$ cat src/rtl/flash_cmd_pkg.sv
// Package: shared types and the fixed command patterns of the unlock protocol.
// Assumes command steps compare a 15-bit address and an 8-bit data code.
package flash_cmd_pkg;

    typedef enum logic [1:0] {
        OP_PROG = 2'd0,
        OP_SECT = 2'd1,
        OP_BLK  = 2'd2,
        OP_CHIP = 2'd3
    } op_kind_t;

    typedef enum logic [2:0] {
        SQ_IDLE,
        SQ_UNL1,
        SQ_UNL2,
        SQ_PROG,
        SQ_ERA3,
        SQ_ERA4,
        SQ_ERA5
    } seq_state_t;

    localparam int CMP_AW = 15;
    localparam int N_PAT  = 7;

    localparam int P_AA = 0;
    localparam int P_55 = 1;
    localparam int P_A0 = 2;
    localparam int P_80 = 3;
    localparam int P_90 = 4;
    localparam int P_10 = 5;
    localparam int P_F0 = 6;

    localparam logic [7:0] D_SECT = 8'h30;
    localparam logic [7:0] D_BLK  = 8'h50;
    localparam logic [7:0] D_EXIT = 8'hF0;
    localparam logic [15:0] MFR_ID = 16'h00BF;

    function automatic logic [CMP_AW-1:0] pat_addr(input int idx);
        case (idx)
            P_55:    return 15'h2AAA;
            default: return 15'h5555;
        endcase
    endfunction

    function automatic logic [7:0] pat_data(input int idx);
        case (idx)
            P_AA:    return 8'hAA;
            P_55:    return 8'h55;
            P_A0:    return 8'hA0;
            P_80:    return 8'h80;
            P_90:    return 8'h90;
            P_10:    return 8'h10;
            default: return 8'hF0;
        endcase
    endfunction

endpackage

$ cat src/rtl/flash_cmd_match.sv
// Module: compares one write against every fixed address/data command pattern.
// Assumes the caller passes only the compared slices (address 14..0, data 7..0).
module flash_cmd_match
    import flash_cmd_pkg::*;
(
    input  logic [CMP_AW-1:0] addr_lo,
    input  logic [7:0]        data_lo,
    output logic [N_PAT-1:0]  hit
);

    // One comparator per pattern, built from the package table.
    for (genvar g = 0; g < N_PAT; g++) begin : g_pat
        assign hit[g] = (addr_lo == pat_addr(g)) && (data_lo == pat_data(g));
    end

endmodule

$ cat src/rtl/flash_cmd_seq.sv
// Module: unlock sequence state machine, start pulse, captured operands and
// identification mode flag. Assumes busy is high for the whole engine run and
// that the engine does not need a second request before busy rises.
module flash_cmd_seq
    import flash_cmd_pkg::*;
#(
    parameter int ADDR_W = 18
) (
    input  logic              clk,
    input  logic              rst_n,
    input  logic              wr_valid,
    input  logic              busy,
    input  logic [ADDR_W-1:0] wr_addr,
    input  logic [15:0]       wr_data,
    input  logic [N_PAT-1:0]  hit,
    output logic              op_start,
    output op_kind_t          op_kind,
    output logic [ADDR_W-1:0] op_addr,
    output logic [15:0]       op_data,
    output logic              id_mode
);

    seq_state_t state_q, state_d;
    logic       take, go, id_set, id_clr;
    op_kind_t   kind_d;
    logic [7:0] dlo;

    assign take = wr_valid && !busy;
    assign dlo  = wr_data[7:0];

    // Next-state decode for one accepted write; mismatch falls back to idle.
    always_comb begin
        state_d = state_q;
        go      = 1'b0;
        kind_d  = OP_PROG;
        id_set  = 1'b0;
        id_clr  = 1'b0;
        if (take) begin
            state_d = SQ_IDLE;
            case (state_q)
                SQ_IDLE: begin
                    if (hit[P_AA])        state_d = SQ_UNL1;
                    else if (dlo == D_EXIT) id_clr = 1'b1;
                end
                SQ_UNL1: if (hit[P_55]) state_d = SQ_UNL2;
                SQ_UNL2: begin
                    if (hit[P_A0])      state_d = SQ_PROG;
                    else if (hit[P_80]) state_d = SQ_ERA3;
                    else if (hit[P_90]) id_set = 1'b1;
                    else if (hit[P_F0]) id_clr = 1'b1;
                end
                SQ_PROG: begin
                    go     = 1'b1;
                    kind_d = OP_PROG;
                end
                SQ_ERA3: if (hit[P_AA]) state_d = SQ_ERA4;
                SQ_ERA4: if (hit[P_55]) state_d = SQ_ERA5;
                SQ_ERA5: begin
                    if (hit[P_10]) begin
                        go = 1'b1; kind_d = OP_CHIP;
                    end else if (dlo == D_SECT) begin
                        go = 1'b1; kind_d = OP_SECT;
                    end else if (dlo == D_BLK) begin
                        go = 1'b1; kind_d = OP_BLK;
                    end
                end
                default: state_d = SQ_IDLE;
            endcase
        end
    end

    // Sequence state register.
    always_ff @(posedge clk) begin
        if (!rst_n) state_q <= SQ_IDLE;
        else        state_q <= state_d;
    end

    // Start pulse and operand capture, held until the next start.
    always_ff @(posedge clk) begin
        if (!rst_n) begin
            op_start <= 1'b0;
            op_kind  <= OP_PROG;
            op_addr  <= '0;
            op_data  <= '0;
        end else begin
            op_start <= go;
            if (go) begin
                op_kind <= kind_d;
                op_addr <= wr_addr;
                op_data <= wr_data;
            end
        end
    end

    // Identification mode flag.
    always_ff @(posedge clk) begin
        if (!rst_n)      id_mode <= 1'b0;
        else if (id_set) id_mode <= 1'b1;
        else if (id_clr) id_mode <= 1'b0;
    end

    assert_single_pulse_R2: assert property (@(posedge clk) disable iff (!rst_n)
        op_start |=> !op_start);

    assert_busy_lockout_R8: assert property (@(posedge clk) disable iff (!rst_n)
        busy |=> !op_start);

    assert_operand_hold_R12: assert property (@(posedge clk) disable iff (!rst_n)
        !op_start |-> ($stable(op_addr) && $stable(op_data) && $stable(op_kind)));

    assert_idmode_needs_write_R9: assert property (@(posedge clk) disable iff (!rst_n)
        (!wr_valid || busy) |=> $stable(id_mode));

endmodule

$ cat src/rtl/flash_id_reply.sv
// Module: identification read data. Assumes reads are combinational on rd_addr
// and that only word offsets 0 and 1 carry identification words.
module flash_id_reply
    import flash_cmd_pkg::*;
#(
    parameter int          ADDR_W = 18,
    parameter logic [15:0] DEV_ID = 16'h2791
) (
    input  logic              id_mode,
    input  logic [ADDR_W-1:0] rd_addr,
    output logic [15:0]       id_word
);

    // Select the identification word for the addressed offset.
    always_comb begin
        id_word = '0;
        if (id_mode && (rd_addr[ADDR_W-1:1] == '0))
            id_word = rd_addr[0] ? DEV_ID : MFR_ID;
    end

endmodule

$ cat src/rtl/flash_cmd_decoder.sv
// Module: top of the unlock command decoder. Wires the pattern matcher, the
// sequence machine and the identification reply. Assumes ADDR_W >= 16.
module flash_cmd_decoder
    import flash_cmd_pkg::*;
#(
    parameter int          ADDR_W = 18,
    parameter logic [15:0] DEV_ID = 16'h2791
) (
    input  logic              clk,
    input  logic              rst_n,
    input  logic              wr_valid,
    input  logic [ADDR_W-1:0] wr_addr,
    input  logic [15:0]       wr_data,
    input  logic              busy,
    input  logic [ADDR_W-1:0] rd_addr,
    output logic              op_start,
    output logic [1:0]        op_kind,
    output logic [ADDR_W-1:0] op_addr,
    output logic [15:0]       op_data,
    output logic              id_mode,
    output logic [15:0]       id_word
);

    logic [N_PAT-1:0] hit;
    op_kind_t         kind;

    flash_cmd_match u_match (
        .addr_lo (wr_addr[CMP_AW-1:0]),
        .data_lo (wr_data[7:0]),
        .hit     (hit)
    );

    flash_cmd_seq #(.ADDR_W(ADDR_W)) u_seq (
        .clk      (clk),
        .rst_n    (rst_n),
        .wr_valid (wr_valid),
        .busy     (busy),
        .wr_addr  (wr_addr),
        .wr_data  (wr_data),
        .hit      (hit),
        .op_start (op_start),
        .op_kind  (kind),
        .op_addr  (op_addr),
        .op_data  (op_data),
        .id_mode  (id_mode)
    );

    flash_id_reply #(.ADDR_W(ADDR_W), .DEV_ID(DEV_ID)) u_id (
        .id_mode (id_mode),
        .rd_addr (rd_addr),
        .id_word (id_word)
    );

    assign op_kind = kind;

endmodule

$ cat config.mk
export PLATFORM = sky130hd
export DESIGN_NAME = flash_cmd_decoder
export DESIGN_NICKNAME = d
export VERILOG_FILES = /design/src/rtl/flash_cmd_pkg.sv /design/src/rtl/flash_cmd_match.sv /design/src/rtl/flash_cmd_seq.sv /design/src/rtl/flash_id_reply.sv /design/src/rtl/flash_cmd_decoder.sv
export SDC_FILE = /design/constraint.sdc
export NUM_CORES = 1
export LEC_CHECK = 0
export BUFFER_PORTS_ARGS = -buffer_cell sky130_fd_sc_hd__clkbuf_2
export CAP_MARGIN = 15
export CORE_UTILIZATION = 30
export DETAILED_ROUTE_END_ITERATION = 12
export HOLD_SLACK_MARGIN = 0.08
export PLACE_DENSITY = 0.68
export SKIP_CTS_REPAIR_TIMING = 1
export SLEW_MARGIN = 20
export SYNTH_ARGS = -nofsm -noshare
export SYNTH_HDL_FRONTEND = slang
export SYNTH_SLANG_ARGS = --single-unit
$ cat constraint.sdc
create_clock -name clk -period 4 [get_ports clk]
set_clock_uncertainty 0.05 [all_clocks]
set_input_delay 0 -clock clk [delete_from_list [all_inputs] [get_ports clk]]
set_output_delay 0 -clock clk [all_outputs]
set_load 0.02 [all_outputs]
==> results.tsv, run 1 <==
stage	metric	value	unit
grt	grt_usage	0.135	
clocking	cts_made_buffers	5	
worst_hold_path	hold_depth	4	
grt	grt_pass1_wl	8.02	mm
finish	syn_to_final_growth	43.3	%
placement	place.gp.congestion	0.836	
setup_path	cp_data_arrival_time	2.62	ns
routing	drc_errors	0	
setup_path	cp.required	4.17	ns
timing	timing.final.ws_setup	1.55	ns
power	peakVddDrop	0.187	mV
outcome	status	finished, final reports clean	
setup_path	rr_endpoint	u_seq.op_data[12]$_SDFFE_PN0P_	
setup_path	reg2reg_slack	1.63	ns
power	p_total	0.785	mW
timing	fmax	408	MHz
logic_synthesis	syn_area	2120	sq um
die	pin_count	110	
finish	antenna_cells	0	
grt	grt_pass1_vias	1730	
placement	hpwl	3.93	mm
setup_path	crit_slowest_cell	o21ba_2	
die	rows	30	
finish	final_nets	423	
clocking	clk_pin_slew_worst_paths	0.08	ns
routing	dr_total_vias	2125	
finish	final_layout_size_suffix_gt1_frac	0.319	
die	start_util	0.312	
clocking	clockRootBuffer	clkbuf_8	
placement	pre_cts_ws	1.64	ns
routing	viasPerCell	4.59	
clocking	cts_tree	yes	
clocking	insertion_delay	0.28	ns
logic_synthesis	seq_area_frac_synth	0.387	
logic_synthesis	synth_cell_types	39	
routing	wl_per_cell	12.4	um
logic_synthesis	synth-simple-area-share	0.301	
timing	worst_slew_pin_slew	0.847	ns
setup_path	crit_chain	dlygate4sd3_1 -> clkbuf_2 -> nand4bb_1 -> nor4_4 -> o2111a_1 -> o21ba_2 -> buf_4 -> mux2i_1	
worst_hold_path	min_to	u_seq.state_q[1]$_SDFFE_PN0P_	
worst_hold_path	hp-start	wr_valid	
setup_path	end_kind	flop	
setup_path	reg2reg_depth	6	
setup_path	path_class	primary input to flop	
setup_path	crit-reg2reg-launch	u_seq.state_q[2]$_SDFFE_PN0P_	
clocking	cts_sinks	41	
logic_synthesis	synth.area.top_cells	dfxtp_1 39%, mux2i_1 17%, nand2_1 13%	
setup_path	crit_path_max_fanout	25	
power	power-per-cell-area	259	nW/um^2
routing	drt-initial-drc-count	83	
timing	hold_violations	0	
logic_synthesis	yosys_warnings	0	
logic_synthesis	synthXorXnorAreaFrac	0	
logic_synthesis	synth_top_family_by_area	simple AND/OR/NAND/NOR gates	
grt	grt_max_degree	78	
timing	slew_violations	0	
logic_synthesis	synth_mux_area_frac	0.170	
logic_synthesis	yosys.area.top_type	dfxtp_1	
logic_synthesis	synth_ff_type	dfxtp_1	
placement	io_buffers	104	
logic_synthesis	synth_cells	244	
routing	ant_nets	0	
die	die-area	7400	sq um
die	die_height	86.0	um
power	leakagePower	1.57	nW
logic_synthesis	avgSynthCellArea	8.68	sq um
routing	dr.pass1.iters	4	
worst_hold_path	hold_path.class	primary input to flop	
clocking	h-tree-depth	2	
timing	setup_viol	0	
clocking	clk_path_buf_depth	2	
timing	timing.final.crit_share	0.613	
setup_path	cp-start-kind	primary input	
timing	slew_headroom	0.436	
timing	fin_crit	2.45	ns
grt	antenna_found_initial	0	
logic_synthesis	synth_compound_area_frac	0.0508	
grt	gr-total-overflow	0	
setup_path	worst_path_largest_cell_delay	0.79	ns
timing	final.setup.tns	0	ns
routing	wirelength	5.76	mm
logic_synthesis	synth_fa_ha_area_frac	0	
logic_synthesis	synth.top_cell.area_share	0.387	
run	cap_violations	0	
die	core	6790	sq um
logic_synthesis	postSynth.asyncResetShare	0	
timing	grt_setup_unrepaired	no	
logic_synthesis	synth_edf_count	0	
logic_synthesis	ys_ff_latch	41	
die	die_w	86.0	um
## Yosys cell counts (2+ instances only)
cell	n
nand4bb_1	3
and2_1	3
and4_1	3
nor4_1	4
mux2i_1	36
nor2_1	6
clkbuf_1	11
o2111ai_1	2
buf_4	13
nand4b_1	2
nor3_1	2
nor4b_1	4
o21ai_0	5
buf_6	4
nor3b_1	2
dfxtp_1	41
a21boi_0	2
nor2b_1	2
nand4_1	3
o21a_1	2
nand2_1	76
## through the flow
| stage | cells | instance area [sq um] | hold WS [ns] | util |
|---|---|---|---|---|
| 3_3_place_gp | 422 | 2610 | 0.178 | 0.383 |
| 5_1_grt | 463 | 3040 | 0.135 | 0.447 |
| 4_1_cts | 429 | 2700 | -0.134 | 0.397 |
| 3_5_place_dp | 422 | 2610 | 0.183 | 0.383 |
| 2_1_floorplan | 248 | 2130 | 0.0617 | - |
| 6_report | 463 | 3040 | 0.105 | 0.447 |
## layout make-up
cell class / count / area (sq um)
clock buffer: 6 / 82.6
clock inverter: 1 / 7.51
fill: 669 / 3760
inverter: 1 / 3.75
multi-input combinational: 178 / 1120
sequential: 41 / 821
tap: 96 / 120
timing repair buffer: 140 / 876
## how the worst max path moves through the flow
| stage | from | endpoint | slack (ns) | cells past startpoint |
|---|---|---|---|---|
| after floorplan | u_seq.id_mode$_SDFFE_PN0P_ | id_word[10] | 2.18 | 5 |
| after global placement | u_seq.state_q[2]$_SDFFE_PN0P_ | u_seq.op_data[8]$_SDFFE_PN0P_ | 1.69 | 6 |
| after detailed placement | u_seq.state_q[2]$_SDFFE_PN0P_ | u_seq.op_data[12]$_SDFFE_PN0P_ | 1.64 | 6 |
| after CTS | u_seq.state_q[2]$_SDFFE_PN0P_ | u_seq.op_data[12]$_SDFFE_PN0P_ | 1.63 | 6 |
| after global routing | wr_addr[3] | u_seq.op_data[9]$_SDFFE_PN0P_ | 1.44 | 8 |
| final | wr_addr[3] | u_seq.op_data[12]$_SDFFE_PN0P_ | 1.55 | 8 |
## worst max-delay path, delay by kind of cell
family	cells	cell delay, ns
buffers and inverters	3	1.08
muxes	1	0.21
and+or+nand+nor	2	0.28
AOI/OAI and AO/OA	2	1.04
## sequential cells by signal, indices dropped and copies added (netlist names)
name,flops
u_seq.op_kind,2
u_seq.state_q,3
u_seq.op_start,1
u_seq.op_addr,18
u_seq.id_mode,1
u_seq.op_data,16
## power breakdown
part	switching, mW	internal (mW)	total, mW
Sequential	0.00000000154	0.408	0.408
Combinational	0.0479	0.0518	0.0997
Clock	0.141	0.136	0.277
## layer usage
layer  routed length (um)  global-route usage  vias up
met5                    0                   0        -
met3                  320              0.0298        5
met4                   36              0.0364        0
met1                 2540               0.173      980
li1                     -                   -     1066
met2                 2870               0.229       74
## cell usage in the layout (no fill, tap or decap), types with 2 or more instances in the layout
| cell type | n |
|---|---|
| nand4b_1 | 2 |
| nor2b_1 | 2 |
| clkbuf_2 | 104 |
| a21boi_0 | 2 |
| nor4_1 | 4 |
| buf_4 | 2 |
| nor2_1 | 6 |
| nand4bb_1 | 3 |
| clkbuf_8 | 6 |
| and4_1 | 3 |
| dlygate4sd3_1 | 34 |
| dfxtp_1 | 41 |
| nand4_1 | 3 |
| and2_1 | 3 |
| mux2i_1 | 36 |
| nor3b_1 | 2 |
| nor3_1 | 2 |
| o21ai_0 | 5 |
| nand2_1 | 76 |
| o2111ai_1 | 2 |
| nor4b_1 | 4 |
| conb_1 | 5 |
| o21a_1 | 2 |
## cells by family (layout without fill, tap and decap cells)
kind of cell    count (synthesis)  count (layout)
buf+inv                        29             148
mux                            36              36
simple gates                  122             122
other cells                     1               5
compound gates                 15              15
flops                          41              41
(Power assumes the default switching activity.)
==> run 2: changes to the inputs <==
==> constraint.sdc (replaced) <==
create_clock -name clk -period 2.3 [get_ports clk]
set_clock_uncertainty 0.05 [all_clocks]
set_input_delay 0 -clock clk [delete_from_list [all_inputs] [get_ports clk]]
set_output_delay 0 -clock clk [all_outputs]
set_load 0.02 [all_outputs]
==> results.tsv, run 2 (synthesis gave the netlist of run 1 again) <==
stage	metric	value	unit
outcome	status	finished, final reports clean	
finish	syn_to_final_growth	44.0	%
finish	final_layout_size_suffix_gt1_frac	0.322	
worst_hold_path	min_to	u_seq.state_q[1]$_SDFFE_PN0P_	
placement	dp_cells	424	
setup_path	end_kind	flop	
power	p_int	1.04	mW
finish	antenna_cells	0	
setup_path	cp-start-kind	primary input	
power	p_seq_frac	0.519	
power	power-per-cell-area	448	nW/um^2
clocking	clockRootBuffer	clkbuf_8	
routing	ant_nets	0	
worst_hold_path	hold_path.class	primary input to flop	
timing	setup_viol	0	
finish	top_regs	u_seq.op_addr: 18 flops, u_seq.op_data: 16 flops, u_seq.state_q: 3 flops	
routing	wl_per_cell	12.0	um
die	pin_count	110	
run	cap_violations	0	
routing	drt-initial-drc-count	125	
finish	multiInputGateArea	1120	sq um
die	core	6790	sq um
finish	final_common_cell	clkbuf_2	
grt	grt_pass1_wl	7.94	mm
timing	final.setup.tns	0	ns
power	clkPwrFrac	0.356	
clocking	cts_made_buffers	5	
power	pwr-share-comb	0.126	
die	start_util	0.312	
finish	fin_cells	465	
placement	hpwl	3.96	mm
setup_path	reg2reg_slack	0.48	ns
placement	io_buffers	104	
routing	drc_errors	0	
power	p_total	1.37	mW
power	peakVddDrop	0.304	mV
routing	wl_met1	2.43	mm
grt	grt_usage	0.136	
setup_path	crit-reg2reg-launch	u_seq.state_q[2]$_SDFFE_PN0P_	
setup_path	reg2reg_depth	6	
finish	seq_area	821	sq um
timing	hold-worst-slack	0.0840	ns
routing	dr_total_vias	2126	
timing	worst_slew_pin_slew	0.537	ns
routing	routed-wl-met3	334	um
timing	grt_setup_unrepaired	no	
grt	gr-total-overflow	0	
placement	pre_cts_ws	0.458	ns
placement	dpl_cell_area	2620	sq um
clocking	cts_tree	yes	
setup_path	cp_data_arrival_time	2.23	ns
finish	fill_cells	667	
clocking	cts_sinks	41	
clocking	insertion_delay	0.29	ns
routing	dr_wl_met2	2.75	mm
setup_path	crit_path_max_fanout	19	
timing	fmax	475	MHz
power	leakagePower	1.58	nW
placement	place.gp.congestion	0.762	
timing	timing.final.crit_share	0.916	
timing	timing.final.ws_setup	0.193	ns
routing	wirelength	5.58	mm
grt	grt_max_degree	48	
finish	final_cell_mix	104 x clkbuf_2, 76 x nand2_1, 41 x dfxtp_1, 36 x mux2i_1, 34 x dlygate4sd3_1	
timing	fin_crit	2.11	ns
timing	slew_headroom	0.641	
setup_path	cp.required	2.42	ns
finish	final_nets	425	
worst_hold_path	hold_depth	4	
routing	highest_layer	met4	
clocking	clk_path_buf_depth	2	
worst_hold_path	hp-start	wr_valid	
setup_path	path_class	primary input to flop	
clocking	clk_pin_slew_worst_paths	0.08	ns
grt	grt_pass1_vias	1759	
power	sw_frac_of_total	0.241	
clocking	h-tree-depth	2	
power	switchingPower	0.330	mW
die	rows	30	
finish	largest_reg_flops	18	
die	die_w	86.0	um
setup_path	rr_endpoint	u_seq.op_addr[17]$_SDFFE_PN0P_	
finish	fin_util	0.449	
finish	stdcell_area	3050	sq um
grt	antenna_found_initial	0	
timing	hold_violations	0	
die	die_height	86.0	um
routing	dr.pass1.iters	4	
routing	viasPerCell	4.57	
die	die-area	7400	sq um
timing	slew_violations	0	
finish	largest-register	u_seq.op_addr	
run 2: layer usage:
metal  vias up  track usage
met1       955        0.167
met2        89        0.225
met3         9       0.0443
li1       1073            -
met5         -            0
met4         0       0.0409
run 2: worst max-delay path, cell delays in order:
cell	delay, ns
dlygate4sd3_1	0.54
clkbuf_2	0.12
or3b_1	0.42
nor4_4	0.33
o2111a_1	0.25
o21ba_2	0.17
buf_4	0.23
mux2i_1	0.16
run 2: final cells by class:
cell class | count | area share
multi-input cells | 178 | 0.369
flip-flops and latches | 41 | 0.269
clock inverters | 1 | 0.00246
repair buffers | 142 | 0.292
inverters | 1 | 0.00123
well taps | 96 | 0.0394
clock buffers | 6 | 0.0271
run 2: how the worst max path moves through the flow:
stage	from	end	slack [ns]	cells past startpoint
2_1_floorplan	u_seq.id_mode$_SDFFE_PN0P_	id_word[10]	0.48	5
6_report	wr_addr[11]	u_seq.op_addr[17]$_SDFFE_PN0P_	0.19	8
5_1_grt	wr_addr[11]	u_seq.op_data[9]$_SDFFE_PN0P_	0.08	8
4_1_cts	u_seq.state_q[2]$_SDFFE_PN0P_	u_seq.op_addr[4]$_SDFFE_PN0P_	0.48	6
3_3_place_gp	wr_addr[11]	u_seq.op_addr[17]$_SDFFE_PN0P_	0.50	7
3_5_place_dp	wr_addr[11]	u_seq.op_addr[4]$_SDFFE_PN0P_	0.46	7
run 2: power by group through the flow:
stage / Sequential (mW) / Clock (mW) / Combinational, mW
after floorplan: 0.726 / 0 / 0.0628
after global placement: 0.726 / 0 / 0.125
after detailed placement: 0.726 / 0 / 0.125
after CTS: 0.709 / 0.511 / 0.126
after global routing: 0.709 / 0.531 / 0.188
final: 0.709 / 0.486 / 0.172
==> run 3: changes to the inputs <==
--- a/config.mk
+++ b/config.mk
@@ -7,10 +7,11 @@
 export LEC_CHECK = 0
 export BUFFER_PORTS_ARGS = -buffer_cell sky130_fd_sc_hd__clkbuf_2
 export CAP_MARGIN = 15
-export CORE_UTILIZATION = 30
+export CORE_MARGIN = 1.5
+export CORE_UTILIZATION = 45
 export DETAILED_ROUTE_END_ITERATION = 12
 export HOLD_SLACK_MARGIN = 0.08
-export PLACE_DENSITY = 0.68
+export PLACE_DENSITY = 0.91
 export SKIP_CTS_REPAIR_TIMING = 1
 export SLEW_MARGIN = 20
 export SYNTH_ARGS = -nofsm -noshare
==> results.tsv, run 3 (synthesis gave the netlist of run 1 again) <==
stage	metric	value	unit
outcome	status	finished, violations left	
outcome	violations	design-rule violations	
setup_path	crit_path_max_fanout	18	
power	sw_frac_of_total	0.242	
die	start_util	0.477	
setup_path	reg2reg_depth	6	
timing	fin_crit	2.14	ns
power	pwr-share-comb	0.124	
grt	antenna_found_initial	0	
power	peakVddDrop	0.465	mV
die	die_w	71.6	um
setup_path	end_kind	flop	
worst_hold_path	min_to	u_seq.state_q[1]$_SDFFE_PN0P_	
timing	final.setup.tns	0	ns
die	core	4440	sq um
routing	ant_nets	0	
run	cap_violations	0	
grt	grt_pass1_wl	7.71	mm
placement	place.gp.congestion	0.818	
power	leakagePower	1.59	nW
routing	dr_total_vias	2182	
die	die-area	5130	sq um
timing	setup_viol	0	
clocking	insertion_delay	0.29	ns
finish	syn_to_final_growth	42.4	%
die	rows	24	
clocking	clockRootBuffer	clkbuf_8	
power	clkPwrFrac	0.378	
worst_hold_path	hold_path.class	primary input to flop	
setup_path	crit-reg2reg-launch	u_seq.state_q[2]$_SDFFE_PN0P_	
clocking	clk_pin_slew_worst_paths	0.08	ns
grt	grt_pass1_vias	1806	
power	power-per-cell-area	472	nW/um^2
routing	drt-initial-drc-count	120	
timing	hold_violations	0	
grt	grt_usage	0.189	
power	p_total	1.42	mW
finish	final_nets	424	
setup_path	reg2reg_slack	0.46	ns
timing	timing.final.crit_share	0.930	
routing	wirelength	5.89	mm
routing	viasPerCell	5.18	
finish	largest_reg_flops	18	
setup_path	rr_endpoint	u_seq.op_addr[13]$_SDFFE_PN0P_	
timing	slew_headroom	0.453	
clocking	cts_tree	yes	
power	p_int	1.08	mW
setup_path	path_class	primary input to flop	
clocking	clk_path_buf_depth	2	
setup_path	startpoint	wr_addr[11]	
finish	top_regs	u_seq.op_addr: 18 flops, u_seq.op_data: 16 flops, u_seq.state_q: 3 flops	
finish	final_cell_mix	104 x clkbuf_2, 76 x nand2_1, 41 x dfxtp_1, 36 x mux2i_1, 34 x dlygate4sd3_1	
worst_hold_path	hold_depth	4	
setup_path	crit_chain	dlygate4sd3_1 -> clkbuf_2 -> or3b_1 -> nor4_4 -> o2111a_1 -> o21ba_2 -> buf_4 -> mux2i_1	
finish	largest-register	u_seq.op_addr	
setup_path	cp.required	2.47	ns
setup_path	cp-start-kind	primary input	
timing	grt_setup_unrepaired	no	
clocking	cts_sinks	41	
die	die_height	71.6	um
clocking	cts_made_buffers	5	
timing	slew_violations	0	
routing	drc_errors	10	
placement	io_buffers	104	
die	pin_count	110	
finish	final_common_cell	clkbuf_2	
grt	grt_max_degree	45	
routing	wl_per_cell	14.0	um
timing	fmax	467	MHz
worst_hold_path	hp-start	wr_valid	
placement	hpwl	3.83	mm
finish	antenna_cells	0	
power	p_seq_frac	0.499	
setup_path	crit_slowest_cell	dlygate4sd3_1	
setup_path	cp_data_arrival_time	2.31	ns
routing	dr.pass1.iters	10	
setup_path	worst_path_largest_cell_delay	0.54	ns
timing	worst_slew_pin_slew	0.821	ns
finish	final_layout_size_suffix_gt1_frac	0.322	
power	switchingPower	0.343	mW
grt	gr-total-overflow	0	
clocking	h-tree-depth	2	
## run 3: how the worst max path moves through the flow
stage,to,slack (ns),cells past startpoint
6_report,u_seq.op_addr[13]$_SDFFE_PN0P_,0.16,8
5_1_grt,u_seq.op_addr[13]$_SDFFE_PN0P_,0.11,8
4_1_cts,id_word[1],0.44,4
3_5_place_dp,u_seq.op_addr[1]$_SDFFE_PN0P_,0.45,7
3_3_place_gp,u_seq.op_data[5]$_SDFFE_PN0P_,0.52,7
2_1_floorplan,id_word[10],0.48,5
## run 3: metrics by stage
| step | util | hold WS, ns | area, sq um | instances | worst slack, ns |
|---|---|---|---|---|---|
| after floorplan | - | 0.0617 | 2130 | 248 | 0.479 |
| after global placement | 0.578 | 0.177 | 2570 | 379 | 0.520 |
| after detailed placement | 0.578 | 0.184 | 2570 | 379 | 0.453 |
| after CTS | 0.602 | -0.136 | 2680 | 387 | 0.440 |
| after global routing | 0.678 | 0.120 | 3020 | 421 | 0.110 |
| final | 0.678 | 0.0927 | 3020 | 421 | 0.160 |
## run 3: worst max-delay path: cells and delay by family
kind | cells | cell delay (ns)
and+or+nand+nor | 2 | 0.76
AOI/OAI and AO/OA | 2 | 0.43
buffers and inverters | 3 | 0.90
muxes | 1 | 0.22
## run 3: layer usage
metal,global-route usage,vias to the layer above,wire length (um)
met2,0.331,101,3200
met3,0.0591,9,413
li1,-,1070,-
met5,0,-,0
met1,0.219,1002,2180
met4,0.0608,0,91
## run 3: power groups by stage
stage	Combinational, mW	Sequential (mW)	Clock, mW
5_1_grt	0.191	0.709	0.577
3_5_place_dp	0.125	0.726	0
4_1_cts	0.126	0.709	0.545
3_3_place_gp	0.124	0.726	0
2_1_floorplan	0.0628	0.726	0
6_report	0.176	0.709	0.537
## run 3: area by class of cell
class	count	area [sq um]
fill	367	1430
tap	52	65.1
multi-input combinational	178	1120
timing repair buffer	141	896
clock inverter	1	8.76
clock buffer	7	96.3
sequential	41	821
inverter	1	3.75
